File: src/rtl/dxe_pkg.sv
package dxe_pkg;

    typedef enum logic [1:0] {
        SZ_BYTE = 2'd0,
        SZ_HALF = 2'd1,
        SZ_WORD = 2'd2,
        SZ_RSVD = 2'd3
    } xsize_e;

    localparam int COUNT_W = 10;

    // Configuration word, msb first: spare, count, dst step, src step, size, mode
    typedef struct packed {
        logic [15:0]        spare;
        logic [COUNT_W-1:0] remain;
        logic               dst_step;
        logic               src_step;
        xsize_e             size;
        logic [1:0]         mode;
    } cfg_t;

    typedef enum logic [2:0] {
        ST_IDLE,
        ST_GET_SRC,
        ST_GET_DST,
        ST_GET_CFG,
        ST_READ,
        ST_WRITE,
        ST_UPDATE
    } st_e;

    localparam logic [31:0] OFF_SRC = 32'h0;
    localparam logic [31:0] OFF_DST = 32'h4;
    localparam logic [31:0] OFF_CFG = 32'h8;
    localparam logic [31:0] ALT_OFF = 32'h100;
    localparam int          SLOT_SH = 4;

    function automatic logic [1:0] size_shift(xsize_e s);
        return (s == SZ_RSVD) ? 2'd2 : 2'(s);
    endfunction

    function automatic cfg_t advance(cfg_t c);
        cfg_t n;
        n = c;
        if (c.remain == '0) n.mode = 2'b00;
        else                n.remain = c.remain - 1'b1;
        return n;
    endfunction

endpackage

File: src/rtl/dxe_slot_addr.sv
module dxe_slot_addr #(
    parameter int NCH    = 16,
    parameter int BASE_W = 23,
    parameter int CH_W   = $clog2(NCH)
) (
    input  logic [BASE_W-1:0] base_hi,
    input  logic [CH_W-1:0]   chan,
    input  logic              use_alt,
    output logic [31:0]       slot
);
    import dxe_pkg::*;

    localparam int LOW_W = 32 - BASE_W;

    always_comb begin
        slot = {base_hi, {LOW_W{1'b0}}}
             + (use_alt ? ALT_OFF : 32'h0)
             + (32'(chan) << SLOT_SH);
    end
endmodule

File: src/rtl/dxe_item_addr.sv
module dxe_item_addr
    import dxe_pkg::*;
(
    input  logic [31:0]        end_ptr,
    input  logic [COUNT_W-1:0] remain,
    input  xsize_e             size,
    input  logic               step,
    output logic [31:0]        addr
);
    logic [31:0] back;

    always_comb begin
        back = 32'(remain) << size_shift(size);
        addr = step ? (end_ptr - back) : end_ptr;
    end
endmodule

File: src/rtl/dxe_engine.sv
module dxe_engine
    import dxe_pkg::*;
#(
    parameter int NCH    = 16,
    parameter int BASE_W = 23,
    parameter int CH_W   = $clog2(NCH)
) (
    input  logic              clk,
    input  logic              rst,
    input  logic              start,
    input  logic [CH_W-1:0]   chan,
    input  logic              use_alt,
    input  logic [BASE_W-1:0] base_hi,
    output logic              mem_req,
    output logic              mem_we,
    output logic [31:0]       mem_addr,
    output logic [31:0]       mem_wdata,
    output logic [1:0]        mem_size,
    input  logic              mem_ack,
    input  logic [31:0]       mem_rdata,
    input  logic              mem_err,
    output logic              busy,
    output logic              done,
    output logic              err
);
    st_e         st_q;
    logic [31:0] slot_q;
    logic [31:0] slot_w;
    logic [31:0] end_q [2];
    logic [31:0] cur_a [2];
    logic [31:0] data_q;
    cfg_t        cfg_q;
    cfg_t        cfg_in;
    cfg_t        cfg_nx;
    logic        beat;

    assign beat   = mem_req && mem_ack;
    assign cfg_in = cfg_t'(mem_rdata);
    assign cfg_nx = advance(cfg_q);
    assign busy   = (st_q != ST_IDLE);

    dxe_slot_addr #(.NCH(NCH), .BASE_W(BASE_W), .CH_W(CH_W)) u_slot (
        .base_hi (base_hi),
        .chan    (chan),
        .use_alt (use_alt),
        .slot    (slot_w)
    );

    // side 0 = source, side 1 = destination
    for (genvar g = 0; g < 2; g++) begin : g_side
        dxe_item_addr u_item (
            .end_ptr (end_q[g]),
            .remain  (cfg_q.remain),
            .size    (cfg_q.size),
            .step    ((g == 0) ? cfg_q.src_step : cfg_q.dst_step),
            .addr    (cur_a[g])
        );
    end

    always_comb begin
        mem_req   = (st_q != ST_IDLE);
        mem_we    = 1'b0;
        mem_addr  = slot_q;
        mem_wdata = '0;
        mem_size  = SZ_WORD;
        case (st_q)
            ST_GET_SRC: mem_addr = slot_q + OFF_SRC;
            ST_GET_DST: mem_addr = slot_q + OFF_DST;
            ST_GET_CFG: mem_addr = slot_q + OFF_CFG;
            ST_READ: begin
                mem_addr = cur_a[0];
                mem_size = cfg_q.size;
            end
            ST_WRITE: begin
                mem_addr  = cur_a[1];
                mem_we    = 1'b1;
                mem_wdata = data_q;
                mem_size  = cfg_q.size;
            end
            ST_UPDATE: begin
                mem_addr  = slot_q + OFF_CFG;
                mem_we    = 1'b1;
                mem_wdata = cfg_nx;
            end
            default: ;
        endcase
    end

    always_ff @(posedge clk) begin
        if (rst) begin
            st_q     <= ST_IDLE;
            slot_q   <= '0;
            end_q[0] <= '0;
            end_q[1] <= '0;
            data_q   <= '0;
            cfg_q    <= '0;
            done     <= 1'b0;
            err      <= 1'b0;
        end else begin
            done <= 1'b0;
            err  <= 1'b0;
            if (st_q == ST_IDLE) begin
                if (start) begin
                    slot_q <= slot_w;
                    st_q   <= ST_GET_SRC;
                end
            end else if (beat) begin
                if (mem_err) begin
                    st_q <= ST_IDLE;
                    err  <= 1'b1;
                end else begin
                    case (st_q)
                        ST_GET_SRC: begin
                            end_q[0] <= mem_rdata;
                            st_q     <= ST_GET_DST;
                        end
                        ST_GET_DST: begin
                            end_q[1] <= mem_rdata;
                            st_q     <= ST_GET_CFG;
                        end
                        ST_GET_CFG: begin
                            cfg_q <= cfg_in;
                            if (cfg_in.mode == 2'b00) begin
                                st_q <= ST_IDLE;
                                err  <= 1'b1;
                            end else begin
                                st_q <= ST_READ;
                            end
                        end
                        ST_READ: begin
                            data_q <= mem_rdata;
                            st_q   <= ST_WRITE;
                        end
                        ST_WRITE: st_q <= ST_UPDATE;
                        ST_UPDATE: begin
                            cfg_q <= cfg_nx;
                            if (cfg_q.remain == '0) begin
                                st_q <= ST_IDLE;
                                done <= 1'b1;
                            end else begin
                                st_q <= ST_READ;
                            end
                        end
                        default: st_q <= ST_IDLE;
                    endcase
                end
            end
        end
    end
endmodule

File: config.mk
export PLATFORM = sky130hd
export DESIGN_NAME = dxe_engine
export DESIGN_NICKNAME = d
export VERILOG_FILES = /design/src/rtl/dxe_pkg.sv /design/src/rtl/dxe_slot_addr.sv /design/src/rtl/dxe_item_addr.sv /design/src/rtl/dxe_engine.sv
export SDC_FILE = /design/constraint.sdc
export NUM_CORES = 1
export LEC_CHECK = 0
export ABC_AREA = 1
export BUFFER_PORTS_ARGS = -buffer_cell sky130_fd_sc_hd__buf_4
export CELL_PAD_IN_SITES_DETAIL_PLACEMENT = 1
export CELL_PAD_IN_SITES_GLOBAL_PLACEMENT = 1
export CORE_MARGIN = 10
export CORE_UTILIZATION = 42
export CTS_BUF_LIST = sky130_fd_sc_hd__clkbuf_16
export DETAILED_ROUTE_END_ITERATION = 12
export PLACE_DENSITY_LB_ADDON = 0.1
export SLEW_MARGIN = 25
export SYNTH_ARGS = -nofsm -noshare
export SYNTH_HDL_FRONTEND = slang
export SYNTH_SLANG_ARGS = --single-unit
File: constraint.sdc
create_clock -name clk -period 3.77 [get_ports clk]
set_clock_uncertainty 0.1 [all_clocks]
set_input_delay 0.377 -clock clk [delete_from_list [all_inputs] [get_ports clk]]
set_output_delay 0.377 -clock clk [all_outputs]
set_load 0.01 [all_outputs]
* Yosys cells after proc, flatten, opt, wreduce, memory -nomap -nowiden *
Memory sizes are Yosys's and may differ from the RTL's.
Cells that the tools add are included.

storage, ports and cells
  register bits = 101
  memories kept = 1
  output and inout bits = 71
  word-level logic and storage cells = 89
  memory bits (writable) = 64
  bits of input ports = 65

operators by class
  eq/ne operators = 8
  reduce and logical (&&, ||, !) cells = 17
  shift operators = 1
  add/sub/neg operators = 7
  bitwise operators = 6
  multiplexer cells = 38

memories
  name   words  bits a word  read ports  clocked after memory_dff  wr ports  RTL line          source
  end_q  2      32           2           0                         2         dxe_engine.sv:29  logic [31:0] end_q [2];

operator list
  operator                 count
  $mux W32                 4
  $pmux W32 S2             2
  $pmux W32 S4             1
  $sub A32 B32 Y32         2
  $add A32 B3 Y32 const B  1
  $add A32 B32 Y32         1
  $add A32 B4 Y32 const B  1
  $add A32 B8 Y32          1
  $shl A10 B2 Y32          1
  $mux W1                  19
  $mux W3                  6
  $pmux W3 S6              1
  $logic_not A10 Y1        1
  $mux W10                 1
  $sub A10 B1 Y10 const B  1
  $eq A3 B3 Y1 const B     3
  $mux W9                  1
  $reduce_and A4 Y1        2
  $eq A3 B2 Y1 const B     2
  $mux W2                  3
  $reduce_or A2 Y1         3
  $reduce_and A5 Y1        1
  $reduce_or A5 Y1         1
  $not A1 Y1               4
  other kinds (11)         14

* Longest topological paths before layout *
  depth after elaboration = 8
  mapped depth = 20
  depth with buffers taken out = 19

* Hierarchy *
Synthesis repeated with hierarchy kept, for this count alone.

second synthesis, totals
  cell total of the unflattened synthesis = 2011
  area, all modules = 12662.1 um^2

by module, submodules not included
  module                             area an instance (um^2)  instances  cells each
  dxe_engine                         8496.9                   1          1178
  dxe_item_addr at g_side[1].u_item  1963.1                   1          400
  dxe_item_addr at g_side[0].u_item  1958.1                   1          400
  dxe_slot_addr                      244.0                    1          33

* Worst setup path after synthesis *
OpenSTA, ideal clock, no wires.

  path kind = reg-to-output
  start point = register cfg_q, in the netlist cfg_nx[2]
  end point = output mem_addr[23]
  required time = 3.293 ns
  buffers on the path = 1
  path slack = 0.914 ns
  data arrival time = 2.379 ns
  cell stages (with the launch flop) = 16
  cells stage by stage = dfxtp_1 -> inv_2 -> buf_6 -> o21ai_0 -> ha_1 -> a21oi_1 -> a21boi_2 -> nand3_1 -> nand2_1 -> nand3_1 -> nand2_1 -> nor2_2 -> nor2_1 -> nor2_1 -> nand2_1 -> nand3_1

on the way
  cells in the longest elaborated chain, start to end = 6
  elaborated cells on any way between the ends = 8

ends and longest elaborated chain
  element                   RTL line             source
  start: declaration        dxe_engine.sv:32     cfg_t cfg_q;
  start signal: assignment  dxe_engine.sv:122    cfg_q <= cfg_in;
  start signal: assignment  dxe_engine.sv:136    cfg_q <= cfg_nx;
  $eq A2 B2 Y1              dxe_pkg.sv:39        return (s == SZ_RSVD) ? 2'd2 : 2'(s);
  $mux W2 *                 dxe_pkg.sv:39
  $shl A10 B2 Y32 *         dxe_item_addr.sv:13  back = 32'(remain) << size_shift(size);
  $sub A32 B32 Y32          dxe_item_addr.sv:14  addr = step ? (end_ptr - back) : end_ptr;
  $mux W32                  dxe_item_addr.sv:14
  $pmux W32 S4 *            dxe_engine.sv:66     case (st_q)
  end: declaration          dxe_engine.sv:16     output logic [31:0] mem_addr,

Every way passes the cells marked *; elsewhere a longest branch is shown, timed or not.

* Worst setup path after layout *
  start point = register cfg_q, in the netlist cfg_nx[2]
  end point = output mem_addr[14]

Same word-level chain as after synthesis.

==> flow_summary.json <==
{
  "grtUsageMet3_pct": 6.01,
  "diodes": 0,
  "regArea_sq_um": 3870,
  "critical_path_class": "register to primary output",
  "fmax_mhz": 277,
  "netlist_area_sq_um": 10400,
  "tritoncts.num_buffers": 17,
  "clkTransAtPathRegs_ns": 0.08,
  "ctsHoldBuffers": 0,
  "required_ns": 3.29,
  "grt_util_met2_pct": 41.1,
  "yosys_register_bits": 161,
  "final_antenna_net_count": 0,
  "wl_per_cell_microns": 20.9,
  "power.leakage_nw": 5.46,
  "drv_slew": 0,
  "vias": 11152,
  "place_inst": 1975,
  "hold_viol": 0,
  "crit_fanout": 12,
  "hp-start": "chan[2]",
  "synthCells": 1551,
  "synth_xor_area_share_pct": 0.924,
  "hold_class": "primary input to register",
  "h-tree-depth": 4,
  "tightestPinTransition_ns": 0.705,
  "synth_mux_area_share_pct": 0,
  "core-area_sq_um": 24400,
  "worst_slew_margin_rel_pct": 52.8,
  "finalNonFillerCells": 2011,
  "gr-usage-all-layers_pct": 26.5,
  "rr_worst_depth": 9,
  "r2r_end": "end_q[0][61]",
  "cp-end-kind": "primary output",
  "via_per_inst": 5.55,
  "yosysWarnings": 0,
  "fp.dieW_microns": 178,
  "ios": 136,
  "finalSetupTns_ns": 0,
  "clk_path_buf_depth": 2,
  "place_congestion": 1.00,
  "syn2layout_area_growth_pct": 19.9,
  "grt_max_degree": 66,
  "clock-sinks": 161,
  "critPathLaunchType": "register",
  "fill_cells": 3246,
  "antenna_found_initial": 0,
  "final_net_count": 1753,
  "ys_types": 50,
  "start_util_pct": 42.8,
  "hpwl_microns": 33100,
  "reg2reg_slack_ns": 1.09,
  "clock_latency_ns": 0.45,
  "min_path_cells": 3,
  "yosysSeqAreaShare_pct": 37.0,
  "yosys.area_share.adder_pct": 1.82,
  "synthSimpleGateAreaFrac_pct": 31.6,
  "io_buffer_count": 135,
  "drcViolationCount": 0,
  "use_met1_pct": 36.0,
  "worstReg2RegStart": "st_q[1]",
  "hold_end": "slot_q[6]",
  "grt_pass1_vias": 11445,
  "multiInputGateArea_sq_um": 5430,
  "status": "complete, no violations",
  "synth_top_family_by_area": "simple AND/OR/NAND/NOR gates",
  "cts_tree": "done",
  "drt-initial-drc-count": 838,
  "synth_compound_area_share_pct": 17.2,
  "final.min_clock_period_ns": 3.61,
  "pwr_density_cell_nw_per_um2": 367,
  "cap_violations": 0,
  "die_area_sq_um": 31500,
  "overflow": 0,
  "grt_pass1_wl_microns": 64800,
  "syn_avg_cell_area_sq_um": 6.72,
  "top_usage_layer": "met2",
  "die_h_microns": 178,
  "synthArstFlopShare_pct": 0,
  "synth_edf_count": 64,
  "dr.pass1.iters": 5,
  "final-setup-viol-count": 0,
  "ys.flop_type": "dfxtp_1",
  "root_buffer": "clkbuf_16",
  "rsz0062_at_grt": "no",
  "drt-total-wl_microns": 42100,
  "ir_drop_mv": 0.378,
  "crit_arrival_ns": 3.14,
  "rows": 57,
  "fin_crit_sh_pct": 95.8,
  "drive_above_1_share_pct": 17.4
}
metal layers:
| metal | wire (microns) | share of wire (%) | up-vias |
|---|---|---|---|
| li1 | - | - | 5338 |
| met1 | 19200 | 46 | 5428 |
| met2 | 19000 | 45 | 330 |
| met3 | 3000 | 7.1 | 56 |
| met4 | 901 | 2.1 | 0 |
| met5 | 0 | 0 | - |
registers in the layout, indices dropped and copies added (netlist names):
| signal | cells |
|---|---|
| end_q | 64 |
| data_q | 32 |
| slot_q | 28 |
| cfg_nx | 20 |
| cfg_q | 12 |
| st_q | 3 |
| done | 1 |
| err | 1 |
Yosys cell counts, types with 2 or more instances:
cell type  number  share of area (%)
nand2_1       324                 12
inv_1         231                8.3
nor2_1        160                5.8
nand3_1       138                6.6
o21ai_0       131                6.3
a21oi_1       130                6.2
dfxtp_1        97                 19
edfxtp_1       64                 18
clkbuf_1       52                1.9
nand2_2        29                1.7
nand4_1        24                1.4
nand3_2        17                1.6
inv_2          13               0.47
nor3_1         13               0.62
ha_1           12                1.4
o21bai_1       12               0.86
nor2_2         10               0.60
o211ai_1       10               0.72
a221oi_1        9               0.76
xor2_1          8               0.67
nor4_1          7               0.42
o21ai_1         5               0.24
o221ai_1        5               0.42
o22ai_1         5               0.30
a211oi_1        4               0.29
a21oi_2         4               0.34
buf_1           3               0.11
buf_2           3               0.14
buf_6           3               0.32
nor2_4          3               0.32
xnor2_1         3               0.25
and2_1          2               0.12
fa_1            2               0.38
nor3_2          2               0.19
worst max path at each step:
stage	startpoint	end	slack, ns	cells past startpoint
floorplan	cfg_nx[2]	mem_addr[23]	0.91	15
global placement	cfg_nx[3]	mem_addr[14]	0.44	14
detailed placement	cfg_nx[3]	mem_addr[14]	0.33	14
CTS	cfg_nx[2]	mem_addr[18]	0.02	19
global route	cfg_nx[2]	mem_addr[25]	0.007	16
finish	cfg_nx[2]	mem_addr[14]	0.16	15
area by class of cell:
type                       instances  share of cell area [%]
clock buffer                      17                    3.40
clock inverter                    15                    1.63
inverter                         245                    7.37
multi-input combinational       1084                    43.4
sequential                       161                    31.0
tap                              324                    3.24
timing repair buffer             165                    10.0
stage by stage:
stage / cell area [sq um] / setup WS, ns / utilization, % / total power, W / hold slack (ns)
6_report: 12500 / 0.157 / 51.3 / 0.00460 / 0.116
5_1_grt: 12500 / 0.00683 / 51.3 / 0.00478 / 0.116
4_1_cts: 12400 / 0.0194 / 51.0 / 0.00461 / 0.106
3_5_place_dp: 11800 / 0.332 / 48.4 / 0.00277 / 0.340
3_3_place_gp: 11800 / 0.436 / 48.4 / 0.00275 / 0.334
2_1_floorplan: 10400 / 0.914 / - / 0.00242 / 0.324
worst max-delay path: stages, from the launching register on:
cell	delay, ns
dfxtp_1	0.33
buf_4	0.19
nor3_4	0.19
ha_2	0.21
inv_1	0.06
fa_1	0.40
nand3_1	0.12
nand2_1	0.11
nand3_1	0.10
nand2_2	0.10
nand2_2	0.16
nand2_1	0.07
o21ai_0	0.17
nand3_1	0.10
o211ai_1	0.18
buf_4	0.19
repair_timing:
item | CTS | global route
setup endpoints to repair | 23 | 29
resized for setup | 4 | 15
pin swaps | 0 | 4
buffers inserted | 0 | 4
cells in the final DEF, fill, tap and decap left out, types with 3 or more instances in the layout:
master,netlist,final
nand3_1,138,137
clkbuf_16,0,17
xor2_1,8,8
a211oi_1,4,4
a21oi_1,130,130
dfxtp_1,97,94
inv_6,0,4
o22ai_1,5,5
clkinv_8,0,5
inv_2,13,13
buf_4,1,164
ha_1,12,11
o21ai_1,5,6
nand4_1,24,24
o21ai_0,131,129
nand2_1,324,318
a21oi_2,4,4
o221ai_1,5,5
nor2_4,3,3
o211ai_1,10,10
a221oi_1,9,9
inv_12,0,4
xnor2_1,3,3
nor2_1,160,160
nor2_2,10,10
nor4_1,7,7
nand2_2,29,35
nor3_1,13,12
edfxtp_1,64,64
o21bai_1,12,12
inv_1,231,230
nand3_2,17,18
cell families after synthesis:
family / Yosys count
XOR/XNOR: 11
flip-flops: 161
other: 1
AND/OR/NAND/NOR: 733
buffers and inverters: 307
adder cells (fa/ha/maj): 14
AO/OA/AOI/OAI: 324
where the power goes:
| part | switching [W] | internal [W] | total (W) |
|---|---|---|---|
| Clock | 0.000927 | 0.000923 | 0.00185 |
| Sequential | 0.0000738 | 0.00189 | 0.00196 |
| Combinational | 0.000506 | 0.000278 | 0.000784 |
| Total | 0.00151 | 0.00309 | 0.00460 |
No activity file was read; power rests on OpenSTA's default activity.
